**config.mk**
```make
export PLATFORM = sky130hd
export DESIGN_NAME = mmu_fault_capture
export DESIGN_NICKNAME = d
export VERILOG_FILES = /design/src/rtl/mfc_pkg.sv /design/src/rtl/mfc_base_regs.sv /design/src/rtl/mfc_fmt_addr.sv /design/src/rtl/mfc_dside.sv /design/src/rtl/mfc_iside.sv /design/src/rtl/mmu_fault_capture.sv
export SDC_FILE = /design/constraint.sdc
export NUM_CORES = 1
export LEC_CHECK = 0
export ABC_AREA = 1
export BUFFER_PORTS_ARGS = -buffer_cell sky130_fd_sc_hd__buf_2
export CORE_AREA = 2 2 208 210
export CTS_BUF_LIST = sky130_fd_sc_hd__clkbuf_8
export DETAILED_ROUTE_END_ITERATION = 7
export DIE_AREA = 0 0 210 212
export PLACE_DENSITY = 0.64
export SKIP_CTS_REPAIR_TIMING = 1
export SYNTH_ARGS = -nofsm -noshare
export SYNTH_HDL_FRONTEND = slang
export SYNTH_SLANG_ARGS = --single-unit
```
**constraint.sdc**
```tcl
create_clock -name clk -period 3.15 [get_ports clk]
set_clock_uncertainty 0.15 [all_clocks]
set_input_delay 0 -clock clk [delete_from_list [all_inputs] [get_ports clk]]
set_output_delay 0 -clock clk [all_outputs]
set_load 0.02 [all_outputs]
```
**src/rtl/mfc_pkg.sv**
```systemverilog
package mfc_pkg;

    parameter int DEF_VA_W     = 43;
    parameter int DEF_ADDR_W   = 64;
    parameter int DEF_PG_SHIFT = 13;
    parameter int DEF_OPC_W    = 6;
    parameter int DEF_REG_W    = 5;
    parameter int DEF_FLAG_W   = 6;
    parameter int PTE_SHIFT    = 3;

    typedef enum logic {
        BASE_DATA  = 1'b0,
        BASE_INSTR = 1'b1
    } base_sel_e;

endpackage

```
**src/rtl/mfc_base_regs.sv**
```systemverilog
module mfc_base_regs
    import mfc_pkg::*;
#(
    parameter int ADDR_W = DEF_ADDR_W
) (
    input  logic              clk,
    input  logic              rst_n,
    input  logic              we,
    input  logic              sel,
    input  logic [ADDR_W-1:0] wdata,
    output logic [ADDR_W-1:0] dbase,
    output logic [ADDR_W-1:0] ibase
);

    base_sel_e target;
    assign target = base_sel_e'(sel);

    always_ff @(posedge clk) begin
        if (!rst_n) begin
            dbase <= '0;
            ibase <= '0;
        end else if (we) begin
            unique case (target)
                BASE_DATA:  dbase <= wdata;
                BASE_INSTR: ibase <= wdata;
            endcase
        end
    end

endmodule

```
**src/rtl/mfc_fmt_addr.sv**
```systemverilog
module mfc_fmt_addr
    import mfc_pkg::*;
#(
    parameter int VA_W     = DEF_VA_W,
    parameter int ADDR_W   = DEF_ADDR_W,
    parameter int PG_SHIFT = DEF_PG_SHIFT
) (
    input  logic [ADDR_W-1:0] base,
    input  logic [VA_W-1:0]   va,
    output logic [ADDR_W-1:0] fmt
);

    localparam int VPN_W = VA_W - PG_SHIFT;

    logic [VPN_W-1:0]  vpn;
    logic [ADDR_W-1:0] vpn_ext;

    assign vpn     = va[VA_W-1:PG_SHIFT];
    assign vpn_ext = ADDR_W'(vpn);
    assign fmt     = base | (vpn_ext << PTE_SHIFT);

endmodule

```
**src/rtl/mfc_dside.sv**
```systemverilog
module mfc_dside
    import mfc_pkg::*;
#(
    parameter int VA_W   = DEF_VA_W,
    parameter int ADDR_W = DEF_ADDR_W,
    parameter int OPC_W  = DEF_OPC_W,
    parameter int REG_W  = DEF_REG_W,
    parameter int FLAG_W = DEF_FLAG_W,
    localparam int ST_W  = OPC_W + REG_W + FLAG_W
) (
    input  logic              clk,
    input  logic              rst_n,
    input  logic              strobe,
    input  logic              misspec,
    input  logic              pte_load,
    input  logic              no_fault,
    input  logic [VA_W-1:0]   va,
    input  logic [OPC_W-1:0]  opcode,
    input  logic [REG_W-1:0]  dest,
    input  logic [FLAG_W-1:0] flags,
    input  logic [ADDR_W-1:0] fmt_in,
    output logic [VA_W-1:0]   va_q,
    output logic [ST_W-1:0]   stat_q,
    output logic [ADDR_W-1:0] fmt_q
);

    logic take;
    assign take = strobe && !(misspec || pte_load || no_fault);

    always_ff @(posedge clk) begin
        if (!rst_n) begin
            va_q   <= '0;
            stat_q <= '0;
            fmt_q  <= '0;
        end else if (take) begin
            va_q   <= va;
            stat_q <= {opcode, dest, flags};
            fmt_q  <= fmt_in;
        end
    end

endmodule

```
**src/rtl/mfc_iside.sv**
```systemverilog
module mfc_iside
    import mfc_pkg::*;
#(
    parameter int VA_W   = DEF_VA_W,
    parameter int ADDR_W = DEF_ADDR_W
) (
    input  logic              clk,
    input  logic              rst_n,
    input  logic              strobe,
    input  logic              misspec,
    input  logic [VA_W-1:0]   pc,
    input  logic [ADDR_W-1:0] fmt_in,
    output logic [VA_W-1:0]   tag_q,
    output logic [ADDR_W-1:0] fmt_q
);

    always_ff @(posedge clk) begin
        if (!rst_n) begin
            tag_q <= '0;
            fmt_q <= '0;
        end else if (strobe && !misspec) begin
            tag_q <= pc;
            fmt_q <= fmt_in;
        end
    end

endmodule

```
**src/rtl/mmu_fault_capture.sv**
```systemverilog
module mmu_fault_capture
    import mfc_pkg::*;
#(
    parameter int VA_W     = DEF_VA_W,
    parameter int ADDR_W   = DEF_ADDR_W,
    parameter int PG_SHIFT = DEF_PG_SHIFT,
    parameter int OPC_W    = DEF_OPC_W,
    parameter int REG_W    = DEF_REG_W,
    parameter int FLAG_W   = DEF_FLAG_W,
    localparam int ST_W    = OPC_W + REG_W + FLAG_W
) (
    input  logic              clk,
    input  logic              rst_n,
    input  logic              d_fault,
    input  logic [VA_W-1:0]   d_va,
    input  logic [FLAG_W-1:0] d_flags,
    input  logic [OPC_W-1:0]  d_opcode,
    input  logic [REG_W-1:0]  d_dest,
    input  logic              d_pte_load,
    input  logic              d_no_fault,
    input  logic              d_misspec,
    input  logic              i_fault,
    input  logic [VA_W-1:0]   i_pc,
    input  logic              i_misspec,
    input  logic              base_we,
    input  logic              base_sel,
    input  logic [ADDR_W-1:0] base_wdata,
    output logic [VA_W-1:0]   va_q,
    output logic [ST_W-1:0]   mmstat_q,
    output logic [ADDR_W-1:0] dfmt_q,
    output logic [VA_W-1:0]   itag_q,
    output logic [ADDR_W-1:0] ifmt_q,
    output logic [ADDR_W-1:0] dbase_q,
    output logic [ADDR_W-1:0] ibase_q
);

    logic [ADDR_W-1:0] dfmt_next;
    logic [ADDR_W-1:0] ifmt_next;

    mfc_base_regs #(.ADDR_W(ADDR_W)) u_base (
        .clk   (clk),
        .rst_n (rst_n),
        .we    (base_we),
        .sel   (base_sel),
        .wdata (base_wdata),
        .dbase (dbase_q),
        .ibase (ibase_q)
    );

    mfc_fmt_addr #(.VA_W(VA_W), .ADDR_W(ADDR_W), .PG_SHIFT(PG_SHIFT)) u_dfmt (
        .base (dbase_q),
        .va   (d_va),
        .fmt  (dfmt_next)
    );

    mfc_fmt_addr #(.VA_W(VA_W), .ADDR_W(ADDR_W), .PG_SHIFT(PG_SHIFT)) u_ifmt (
        .base (ibase_q),
        .va   (i_pc),
        .fmt  (ifmt_next)
    );

    mfc_dside #(
        .VA_W(VA_W), .ADDR_W(ADDR_W), .OPC_W(OPC_W), .REG_W(REG_W), .FLAG_W(FLAG_W)
    ) u_dside (
        .clk      (clk),
        .rst_n    (rst_n),
        .strobe   (d_fault),
        .misspec  (d_misspec),
        .pte_load (d_pte_load),
        .no_fault (d_no_fault),
        .va       (d_va),
        .opcode   (d_opcode),
        .dest     (d_dest),
        .flags    (d_flags),
        .fmt_in   (dfmt_next),
        .va_q     (va_q),
        .stat_q   (mmstat_q),
        .fmt_q    (dfmt_q)
    );

    mfc_iside #(.VA_W(VA_W), .ADDR_W(ADDR_W)) u_iside (
        .clk     (clk),
        .rst_n   (rst_n),
        .strobe  (i_fault),
        .misspec (i_misspec),
        .pc      (i_pc),
        .fmt_in  (ifmt_next),
        .tag_q   (itag_q),
        .fmt_q   (ifmt_q)
    );

endmodule

```
==> metrics <==
Syn Inst Count 1892; final hold violation count 0; Synth Area in Compound Gates between 10% and 20%; first-pass GRT wire length 70100 microns; placer's final routability congestion estimate 0.858; layout cells sized above 1 25.2%; DR DRC count 0; Max Slew Vio Count 0; Critical R2R Launch u_dside.va_q[13]$_SDFFE_PN0P_; routed vias 14358; DP HPWL 32700 microns; slowest CP cell dlygate4sd3_1; EDFF count, synth 0; Synthesized Nets just over 2000; WP data required 3.48 ns; clock-pin slew on the worst setup and hold paths 0.06 ns; PwrDens 556 nW/um^2; Overall Power 0.0110 W; top cells by area, synth dfxtp_1 52%, nor2_1 14%, o21ai_0 8.5%; Vias per Instance 4.61; Initial Utilization approximately 33%; critical path startpoint category primary input; YS warnings 0; Iteration-0 DRC Markers 841; post-layout util roughly 46%; mapped cell area 13800 sq um; CP max FO 116; data arrival time of the critical path 3.22 ns; most common cell in the netlist nor2_1; final hold slack 0.0140 ns; met3 Use GR 6.44%; ys flop type dfxtp_1; top cells by count, synth 514 x nor2_1, 359 x dfxtp_1, 235 x o21ai_0; largest family of logic cells by synthesized area simple AND/OR/NAND/NOR gates; H-tree levels 3; first drt pass iteration count 5; die area ~45000 sq um; number of synthesized register bits 359; antenna violations before repair 1; Synth Area in Simple Gates between 20% and 30%; outcome complete, no violations; CTS tree built; # port buffers 535; vias in the first global route 12921; Setup Crit Path Kind in -> reg; synth unique cells 15; Vert. Die Dim 212 microns; CP max stage delay 0.61 ns; # setup viols final 0; Most Used Layer, Global Route met2; normalized max-slew margin 43.4%; Post-synth ARST share 0%; setup_tns 0 ns; worst slew pin tran about 0.85 ns; Clk Latency, worst-skew pair 0.59 ns; P_leak 9.99 nW; post-route ant nets 0; Synth-to-Final Area Change 42.5%; Post-Synth Adder-Cell Area 0%; Bufs and invs on worst path 6; mux share of post-synthesis cell area 0%; final wirelength 49600 microns; final net count 2698; top-area cell type share of the netlist area 52.0%; clk buf depth 3; crit-path leading delay family buffers and inverters; max cap viols 0; Worst Hold Launch d_fault; VDD IR max 0.000367 V; Worst Setup End Kind flip-flop; max frequency 346 MHz; total congestion overflow 0; CTS sink cnt about 360; worst hold path class in -> reg; Total GRT Usage 20.1%; io pins around 540; Die Width 210 microns; RSZ-0062 raised after global routing false; worst path cell trace dlygate4sd3_1, buf_2, nor2_4, dlygate4sd3_1, buf_12, nand3_1, dlygate4sd3_1, nand2_1, nor2_1, dlygate4sd3_1; met2 Usage GRT a little over a third; wire per inst 15.9 microns; most used cell, CP dlygate4sd3_1; xor/xnor cell area share of the yosys netlist 0%; Yosys top cell by area dfxtp_1; syn_area_per_cell 7.30 sq um; TritonCTS Buffers 66; grt met1 use 22.0%; CTS root buffer clkbuf_8; Crit. Startpoint d_misspec; Final Cycle Share 91.8%; min Tclk post-route 2.89 ns; post-synthesis sequential area ratio 52.0%; Core Region 42500 sq um; cell row count 76; largest net degree at the start of global routing 117
## report_power, final
| part | total (W) | switching, W | internal (W) |
|---|---|---|---|
| clock | 0.00433 | 0.00196 | 0.00237 |
| sequential | 0.00495 | 0.000154 | 0.00480 |
| combinational | 0.00167 | 0.00104 | 0.000632 |
## registers in the layout (all words and copies together), names as in the netlist
register        count
u_base.ibase       64
u_base.dbase       64
u_dside.va_q       43
u_iside.tag_q      43
u_dside.stat_q     17
u_dside.fmt_q      64
u_iside.fmt_q      64
## layout by cell type (no fill, tap or decap), drive strengths merged
cell type	synthesis	final
a21oi	116	116
buf	115	550
bufinv	0	2
clkbuf	79	76
clkinv	0	6
clkinvlp	0	3
dfxtp	359	359
diode	0	1
dlygate4sd3	0	205
inv	160	186
nand2	224	224
nand3	58	58
nor2	516	516
nor3	30	30
o21ai	235	235
## path summary, 6_finish.rpt
path	to	slack [ns]	depth (start not counted)
worst max-delay path	u_dside.va_q[42]$_SDFFE_PN0P_	0.26	10
worst min-delay path	u_dside.va_q[28]$_SDFFE_PN0P_	0.01	6
worst max register to register	u_dside.va_q[13]$_SDFFE_PN0P_	1.29	4
worst min register to register	u_base.dbase[54]$_SDFFE_PN0P_	0.31	2
## cell families (layout without fill, tap and decap cells)
kind of cell           count (synthesis)  count (layout)
AOI/OAI and AO/OA                    351             351
buffers and inverters                354            1028
DFF                                  359             359
other                                  0               1
and+or+nand+nor                      828             828
## routing by layer
metal  vias up  share of wire (%)  wire length, microns
met1      6575                 39                 19300
met3       118                7.6                  3790
met2       563                 49                 24200
met5         -              0.026                    13
met4         2                4.7                  2310
li1       7100                  -                     -
## layout make-up
class / instances / area (sq um)
diodes: 1 / 2.50
clock buffers: 76 / 1050
clock inverters: 37 / 226
fillers: 4158 / 22800
inverters: 160 / 602
multi-input cells: 1179 / 5010
flip-flops and latches: 359 / 7190
well taps: 546 / 683
repair buffers: 755 / 4930
## through the flow
stage / cells / instance area, sq um / setup WS [ns]
floorplan: 1892 / 13800 / 2.07
CTS: 2907 / 17600 / 1.66
global placement: 2794 / 16400 / 1.04
detailed placement: 2794 / 16400 / 0.993
finish: 3113 / 19700 / 0.259
global route: 3112 / 19700 / 0.184
## worst register-to-register path: cells and delay by family, from the launching register on
family	cells	cell delay [ns]
compound gates	1	0.12
buf+inv	2	1.11
flops	1	0.31
simple gates	1	0.05
Note: power is estimated with default switching activity, not from simulation.
